===== config.mk =====
export PLATFORM = sky130hd
export DESIGN_NAME = rxring_ptr_regs
export DESIGN_NICKNAME = d
export VERILOG_FILES = /design/src/rtl/rxr_pkg.sv /design/src/rtl/rxr_rdptr.sv /design/src/rtl/rxr_wrptr.sv /design/src/rtl/rxr_pktcnt.sv /design/src/rtl/rxring_ptr_regs.sv
export SDC_FILE = /design/constraint.sdc
export NUM_CORES = 1
export LEC_CHECK = 0
export BUFFER_PORTS_ARGS = -buffer_cell sky130_fd_sc_hd__buf_2
export CAP_MARGIN = 30
export CORE_ASPECT_RATIO = 1.25
export CORE_MARGIN = 2
export CORE_UTILIZATION = 54
export CTS_BUF_LIST = sky130_fd_sc_hd__clkbuf_16
export DETAILED_ROUTE_END_ITERATION = 12
export PLACE_DENSITY = 0.79
export REMOVE_ABC_BUFFERS = 1
export SLEW_MARGIN = 0
export SYNTH_ARGS = -nofsm -noshare
export SYNTH_HDL_FRONTEND = slang
export SYNTH_HIERARCHICAL = 1
export SYNTH_SLANG_ARGS = --single-unit

===== constraint.sdc =====
create_clock -name clk -period 2.5 [get_ports clk]
set_clock_uncertainty 0.05 [all_clocks]
set_input_delay 0.5 -clock clk [delete_from_list [all_inputs] [get_ports clk]]
set_output_delay 0.5 -clock clk [all_outputs]
set_load 0.01 [all_outputs]

===== src/rtl/rxr_pkg.sv =====
// Package: shared widths and register addresses for the receive ring
// pointer register block. Assumes a byte-wide bus with 8 addresses.
package rxr_pkg;
    localparam int BYTE_W = 8;
    localparam int PTR_W  = 2 * BYTE_W;
    localparam int ADDR_W = 3;

    localparam logic [ADDR_W-1:0] A_RDP_LO = 3'd0;
    localparam logic [ADDR_W-1:0] A_RDP_HI = 3'd1;
    localparam logic [ADDR_W-1:0] A_WRP_LO = 3'd2;
    localparam logic [ADDR_W-1:0] A_WRP_HI = 3'd3;
    localparam logic [ADDR_W-1:0] A_CNT    = 3'd4;
    localparam logic [ADDR_W-1:0] A_CMD    = 3'd5;
    localparam logic [ADDR_W-1:0] A_FLG    = 3'd6;
    localparam logic [ADDR_W-1:0] A_IEN    = 3'd7;

    localparam int FLG_PEND = 0;
    localparam int FLG_ERR  = 1;
    localparam int CMD_DEC  = 0;
endpackage


===== src/rtl/rxr_rdptr.sv =====
// Module: rxr_rdptr
// Holds the live ring read pointer and a hidden low-byte holding register.
// A low-byte write only fills the holding register; a high-byte write
// commits the high byte and the held low byte together.
// Assumes at most one write strobe per cycle.
module rxr_rdptr #(
    parameter int BW = 8
) (
    input  logic          clk,
    input  logic          rst_n,
    input  logic          wr_lo,
    input  logic          wr_hi,
    input  logic [BW-1:0] wdata,
    output logic [2*BW-1:0] live,
    output logic [BW-1:0] held
);
    logic [BW-1:0]   held_q;
    logic [2*BW-1:0] live_q;

    // Capture the low byte into the holding register only
    always_ff @(posedge clk) begin
        if (!rst_n)     held_q <= '0;
        else if (wr_lo) held_q <= wdata;
    end

    // Commit both bytes of the live pointer on a high-byte write
    always_ff @(posedge clk) begin
        if (!rst_n)     live_q <= '0;
        else if (wr_hi) live_q <= {wdata, held_q};
    end

    assign live = live_q;
    assign held = held_q;
endmodule


===== src/rtl/rxr_wrptr.sv =====
// Module: rxr_wrptr
// Keeps the host-visible copy of the hardware write pointer.
// Assumes wrp_upd is driven by the write controller only.
module rxr_wrptr #(
    parameter int PW = 16
) (
    input  logic          clk,
    input  logic          rst_n,
    input  logic          upd,
    input  logic [PW-1:0] val,
    output logic [PW-1:0] ptr
);
    // Latch a new write pointer when the controller updates it
    always_ff @(posedge clk) begin
        if (!rst_n)   ptr <= '0;
        else if (upd) ptr <= val;
    end
endmodule


===== src/rtl/rxr_pktcnt.sv =====
// Module: rxr_pktcnt
// Pending-packet counter clamped at 0 and at its maximum, plus the
// pending and error flags. Increment and decrement together cancel.
// An increment at the maximum sets the error flag. A set of the error
// flag wins over a host clear in the same cycle.
module rxr_pktcnt #(
    parameter int CW = 8
) (
    input  logic          clk,
    input  logic          rst_n,
    input  logic          inc,
    input  logic          dec,
    input  logic          abort,
    input  logic          err_clr,
    output logic [CW-1:0] cnt,
    output logic          pend,
    output logic          err
);
    localparam logic [CW-1:0] CNT_MAX = {CW{1'b1}};

    logic at_max, at_zero, do_inc, do_dec, err_set;

    // Decide which counter step is allowed this cycle
    always_comb begin
        at_max  = (cnt == CNT_MAX);
        at_zero = (cnt == '0);
        do_inc  = inc && !dec && !at_max;
        do_dec  = dec && !inc && !at_zero;
        err_set = abort || (inc && !dec && at_max);
    end

    // Count pending packets
    always_ff @(posedge clk) begin
        if (!rst_n)      cnt <= '0;
        else if (do_inc) cnt <= cnt + 1'b1;
        else if (do_dec) cnt <= cnt - 1'b1;
    end

    // Pending flag: set by a new packet, cleared when a decrement empties the count
    always_ff @(posedge clk) begin
        if (!rst_n)                              pend <= 1'b0;
        else if (do_inc)                         pend <= 1'b1;
        else if (do_dec && cnt == {{(CW-1){1'b0}}, 1'b1}) pend <= 1'b0;
    end

    // Error flag: sticky until the host clears it
    always_ff @(posedge clk) begin
        if (!rst_n)       err <= 1'b0;
        else if (err_set) err <= 1'b1;
        else if (err_clr) err <= 1'b0;
    end
endmodule


===== src/rtl/rxring_ptr_regs.sv =====
// Module: rxring_ptr_regs
// Byte register interface for the receive ring: read pointer with a
// hidden low-byte stage, write pointer view, packet counter with a
// self-clearing decrement command, flags and interrupt enables.
// Assumes a single-cycle write strobe and combinational reads.
module rxring_ptr_regs
    import rxr_pkg::*;
#(
    parameter int CNT_W = 8
) (
    input  logic              clk,
    input  logic              rst_n,
    input  logic [ADDR_W-1:0] bus_addr,
    input  logic [BYTE_W-1:0] bus_wdata,
    input  logic              bus_we,
    output logic [BYTE_W-1:0] bus_rdata,
    input  logic              pkt_inc,
    input  logic              rx_abort,
    input  logic              wrp_upd,
    input  logic [PTR_W-1:0]  wrp_val,
    output logic [PTR_W-1:0]  rdptr,
    output logic              irq
);
    logic              wr_lo, wr_hi, dec_cmd, err_clr, wr_ien;
    logic [BYTE_W-1:0] rdp_held;
    logic [PTR_W-1:0]  wrp_q;
    logic [CNT_W-1:0]  cnt_q;
    logic              pend_q, err_q;
    logic [1:0]        ien_q;

    // Decode host writes into per-register strobes
    always_comb begin
        wr_lo   = bus_we && (bus_addr == A_RDP_LO);
        wr_hi   = bus_we && (bus_addr == A_RDP_HI);
        dec_cmd = bus_we && (bus_addr == A_CMD) && bus_wdata[CMD_DEC];
        err_clr = bus_we && (bus_addr == A_FLG) && bus_wdata[FLG_ERR];
        wr_ien  = bus_we && (bus_addr == A_IEN);
    end

    rxr_rdptr #(.BW(BYTE_W)) u_rdptr (
        .clk(clk), .rst_n(rst_n), .wr_lo(wr_lo), .wr_hi(wr_hi),
        .wdata(bus_wdata), .live(rdptr), .held(rdp_held)
    );

    rxr_wrptr #(.PW(PTR_W)) u_wrptr (
        .clk(clk), .rst_n(rst_n), .upd(wrp_upd), .val(wrp_val), .ptr(wrp_q)
    );

    rxr_pktcnt #(.CW(CNT_W)) u_pktcnt (
        .clk(clk), .rst_n(rst_n), .inc(pkt_inc), .dec(dec_cmd),
        .abort(rx_abort), .err_clr(err_clr),
        .cnt(cnt_q), .pend(pend_q), .err(err_q)
    );

    // Interrupt enable register
    always_ff @(posedge clk) begin
        if (!rst_n)      ien_q <= '0;
        else if (wr_ien) ien_q <= bus_wdata[1:0];
    end

    // Read multiplexer; the holding register and the command bit never appear
    always_comb begin
        bus_rdata = '0;
        case (bus_addr)
            A_RDP_LO: bus_rdata = rdptr[BYTE_W-1:0];
            A_RDP_HI: bus_rdata = rdptr[PTR_W-1:BYTE_W];
            A_WRP_LO: bus_rdata = wrp_q[BYTE_W-1:0];
            A_WRP_HI: bus_rdata = wrp_q[PTR_W-1:BYTE_W];
            A_CNT:    bus_rdata = BYTE_W'(cnt_q);
            A_FLG:    bus_rdata = {{(BYTE_W-2){1'b0}}, err_q, pend_q};
            A_IEN:    bus_rdata = {{(BYTE_W-2){1'b0}}, ien_q};
            default:  bus_rdata = '0;
        endcase
    end

    // Combine gated flags into one interrupt line
    assign irq = (pend_q && ien_q[0]) || (err_q && ien_q[1]);

    logic unused_held;
    assign unused_held = ^rdp_held;
endmodule


==> results.txt <==
----------------------------------------------------
[Synth]
  Library cell with the highest instance count after synthesis ... mux2i_1
  Proportion of netlist area held by the largest area contributor ... 0.380
  Synth area leader ... dfxtp_1
  Total of warnings raised by yosys ... 6
  Mean area per synthesized cell ... 9.82 um2
  Synthesis-stage register bit count ... 52
  Largest cells by area after synthesis ... dfxtp_1 38%, mux2i_1 21%, nor2b_1 9.1%
  Count of distinct cell types in the synthesized netlist ... 44
  EDFF count, synth ... 0
  Primary flip-flop cell chosen by synthesis mapping ... dfxtp_1
  Share of flip-flops with an asynchronous set or reset after synthesis ... 0
  Summed instance area of the synthesized netlist ... 0.00274 mm2
  Number of cells produced by synthesis ... 279
  Commonest cells in the netlist ... 57 x mux2i_1, 52 x dfxtp_1, 40 x nor2b_1, 17 x o21ai_0, 12 x nand3_1
  Share of the yosys chip area belonging to registers ... 0.380

[Setup path]
  Largest stage delay, worst path ... 0.29 ns
  Cells on worst reg2reg path ... 5
  Slowest library cell on the worst path ... mux4_2
  Sort of element at the start of the critical path ... input port
  RR Startpoint ... u_pktcnt/cnt[2]
  R2R Setup Slk ... 0.42 ns
  Startpoint of the most critical setup path ... bus_addr[1]
  Cell with the most instances on the worst path ... buf_2
  Required time of the critical path ... 1.95 ns
  Crit path max fanout ... 10
  Data arrival time of the critical path ... 1.66 ns
  Cells traversed along the worst timing path ... buf_2, buf_4, mux4_2, mux2_2, buf_2
  Worst setup path category ... input port to primary output
  Kind of capture point of the worst setup path ... primary output
  Reg2Reg Capture Point ... u_pktcnt/cnt[6]

[Clock tree]
  Count of hold buffers inserted by post-cts repair ... 0
  Root buffer selected by CTS ... clkbuf_16
  Clock slew at the register clock pins of the worst setup and hold paths ... 0.06 ns
  # resized after CTS ... 0
  Number of buffers inserted during clock tree synthesis ... 5
  Clk sinks ... 52
  Bufs on Longest Clock Path ... 2
  TritonCTS clock tree ... yes
  Insertion delay to the later sink of the worst-skew pair ... 0.28 ns
  Total setup buffers inserted after CTS ... 0
  Htree depth ... 2

[Cells and area]
  Final layout net count ... 371
  Area growth from synthesis to layout ... 16.9%
  Ratio of cells with drive above 1 in the final layout ... 0.246
  Finished Core Util ... 0.644
  Antenna Cells ... 0

[Die]
  Y dimension of the die ... 83.6 um
  Top Ports ... 58
  Starting utilization of the core area ... 0.551
  Die width ... 67.7 um
  Overall die area ... 0.00566 mm2
  Core box area ... 0.00497 mm2
  Number of core rows ... 29

[Place]
  Final weighted congestion of routability-driven global placement ... 0.837
  Half-perimeter wire length after detailed placement ... 4.05 mm
  Number of buffer cells added on primary ports ... 57

[Route]
  Average wire per cell in the routed design ... 14.9 um
  Per-cell via count in the routed design ... 5.52
  Residual antenna-violating net count after detailed routing ... 0
  Iteration-0 DRC Markers ... 119
  Overall via count from detail_route ... 2182
  First-pass detailed-route iteration total ... 4
  DRC violation count after routing ... 0
  Final wirelength ... 5.89 mm

[Hold path]
  Class of the tightest hold or removal check ... input port to register
  Min-Delay Endpoint ... u_wrptr/ptr[13]
  Worst Min Path Start ... wrp_val[13]
  Number of instances on the worst hold path ... 3

[Timing]
  Final setup vio count ... 0
  Period Utilization, post-route ... 0.885
  Transition time at the pin with the least slew margin ... 0.522 ns
  Final worst hold slack ... 0.425 ns
  Number of hold violations in the final report ... 0
  Maximum clock frequency ... 0.452 GHz
  Relative slew slack ... 0.652
  Final-report max-slew violation count ... 0
  Final total negative setup slack ... 0 ns
  Min Tclk post-route ... 2.21 ns
  Unrepaired setup endpoints after global routing ... false

[Pwr]
  P per Cell Area ... 575 mW/mm2
  Leakage component of the power ... 1.34 nW
  Maximum ir drop on the vdd rail ... 0.000473 V

[Global route]
  Global router's overall resource usage ... 0.232
  First-pass GRT wire length ... 10.1 mm
  Number of antenna violations at the first check in global routing ... 0
  Maximum number of pins on one net before global-route repair ... 39
  Total overflow reported by the global router ... 0
  Number of global-route vias before repair ... 2191

[Outcome]
  Result of the run ... complete, no violations

[Job]
  Max Cap Violations ... 0

----------------------------------------------------
state kept, by name, indices dropped and copies added, names as in the netlist:
register,cells
u_pktcnt/err,1
u_rdptr/live,16
ien_q,2
u_pktcnt/cnt,8
u_pktcnt/pend,1
u_rdptr/held,8
u_wrptr/ptr,16
cell type report:
class                           instances  area (um2)
Clock buffer                            5         125
Clock inverter                          1        30.0
Fill cell                             410        1770
Inverter                                5        18.8
Multi-Input combinational cell        203        1540
Sequential cell                        52        1040
Tap cell                               62        77.6
Timing Repair Buffer                   67         373
layer usage:
layer	vias to the layer above	share of wire	wire length (um)	track usage
met5	-	0	0	0
met4	0	0.022	131	0.0891
met3	10	0.041	242	0.0405
met2	48	0.51	2990	0.382
met1	1040	0.43	2530	0.293
li1	1084	-	-	-
stage by stage:
step	instances	setup slack, ns	cell area (um2)	total power, mW
global placement	389	0.313	3050	1.11
finish	395	0.287	3200	1.84
CTS	395	0.293	3200	1.85
detailed placement	389	0.236	3050	1.12
global route	395	0.227	3200	1.92
floorplan	260	-0.428	2580	1.01
cell usage in the layout, fill, tap and decap left out, types with 2 or more instances in the layout:
cell | Yosys | layout
nand4_1 | 2 | 2
and2_1 | 4 | 4
ha_1 | 4 | 4
mux2i_1 | 57 | 57
xnor2_1 | 3 | 3
inv_1 | 5 | 5
nand2_1 | 9 | 9
buf_2 | 6 | 57
and3_2 | 2 | 2
clkbuf_16 | 0 | 5
nor2_1 | 5 | 5
a22oi_1 | 2 | 2
nand2b_1 | 3 | 3
o21ai_0 | 17 | 17
o21a_1 | 8 | 8
buf_4 | 1 | 9
or3_1 | 2 | 2
nand3_1 | 12 | 12
dfxtp_1 | 52 | 52
a21oi_1 | 3 | 3
mux2_2 | 2 | 2
nor3_1 | 4 | 3
nor2b_1 | 40 | 40
nand3b_1 | 6 | 6
report_power, final:
part / leakage, nW / total [mW] / internal (mW) / switching [mW]
sequential: 0.424 / 0.880 / 0.857 / 0.0230
combinational: 0.837 / 0.225 / 0.109 / 0.116
clock: 0.0757 / 0.736 / 0.461 / 0.275
total: 1.34 / 1.84 / 1.43 / 0.413
how the worst max path moves through the flow:
stage                            endpoint  slack (ns)  cells past startpoint
after floorplan           u_rdptr/live[0]       -0.43                      4
after global placement    u_pktcnt/cnt[6]        0.31                      8
after detailed placement  u_pktcnt/cnt[6]        0.24                      8
after CTS                    bus_rdata[0]        0.29                      5
after global routing         bus_rdata[0]        0.23                      5
final                        bus_rdata[0]        0.29                      5
worst max-delay path, delay by kind of cell:
family,cells,cell delay [ns]
muxes,2,0.56
buffers and inverters,3,0.60
cells by family (layout without fill, tap and decap cells):
group / Yosys count / count (layout) / share of synthesized area
fa+ha+maj: 4 / 4 / 0.0183
simple gates: 94 / 94 / 0.200
buf+inv: 24 / 78 / 0.0630
compound gates: 41 / 41 / 0.101
flops: 52 / 52 / 0.380
mux: 60 / 60 / 0.225
xor+xnor: 4 / 4 / 0.0128
Note: power is estimated with default switching activity, not from simulation.
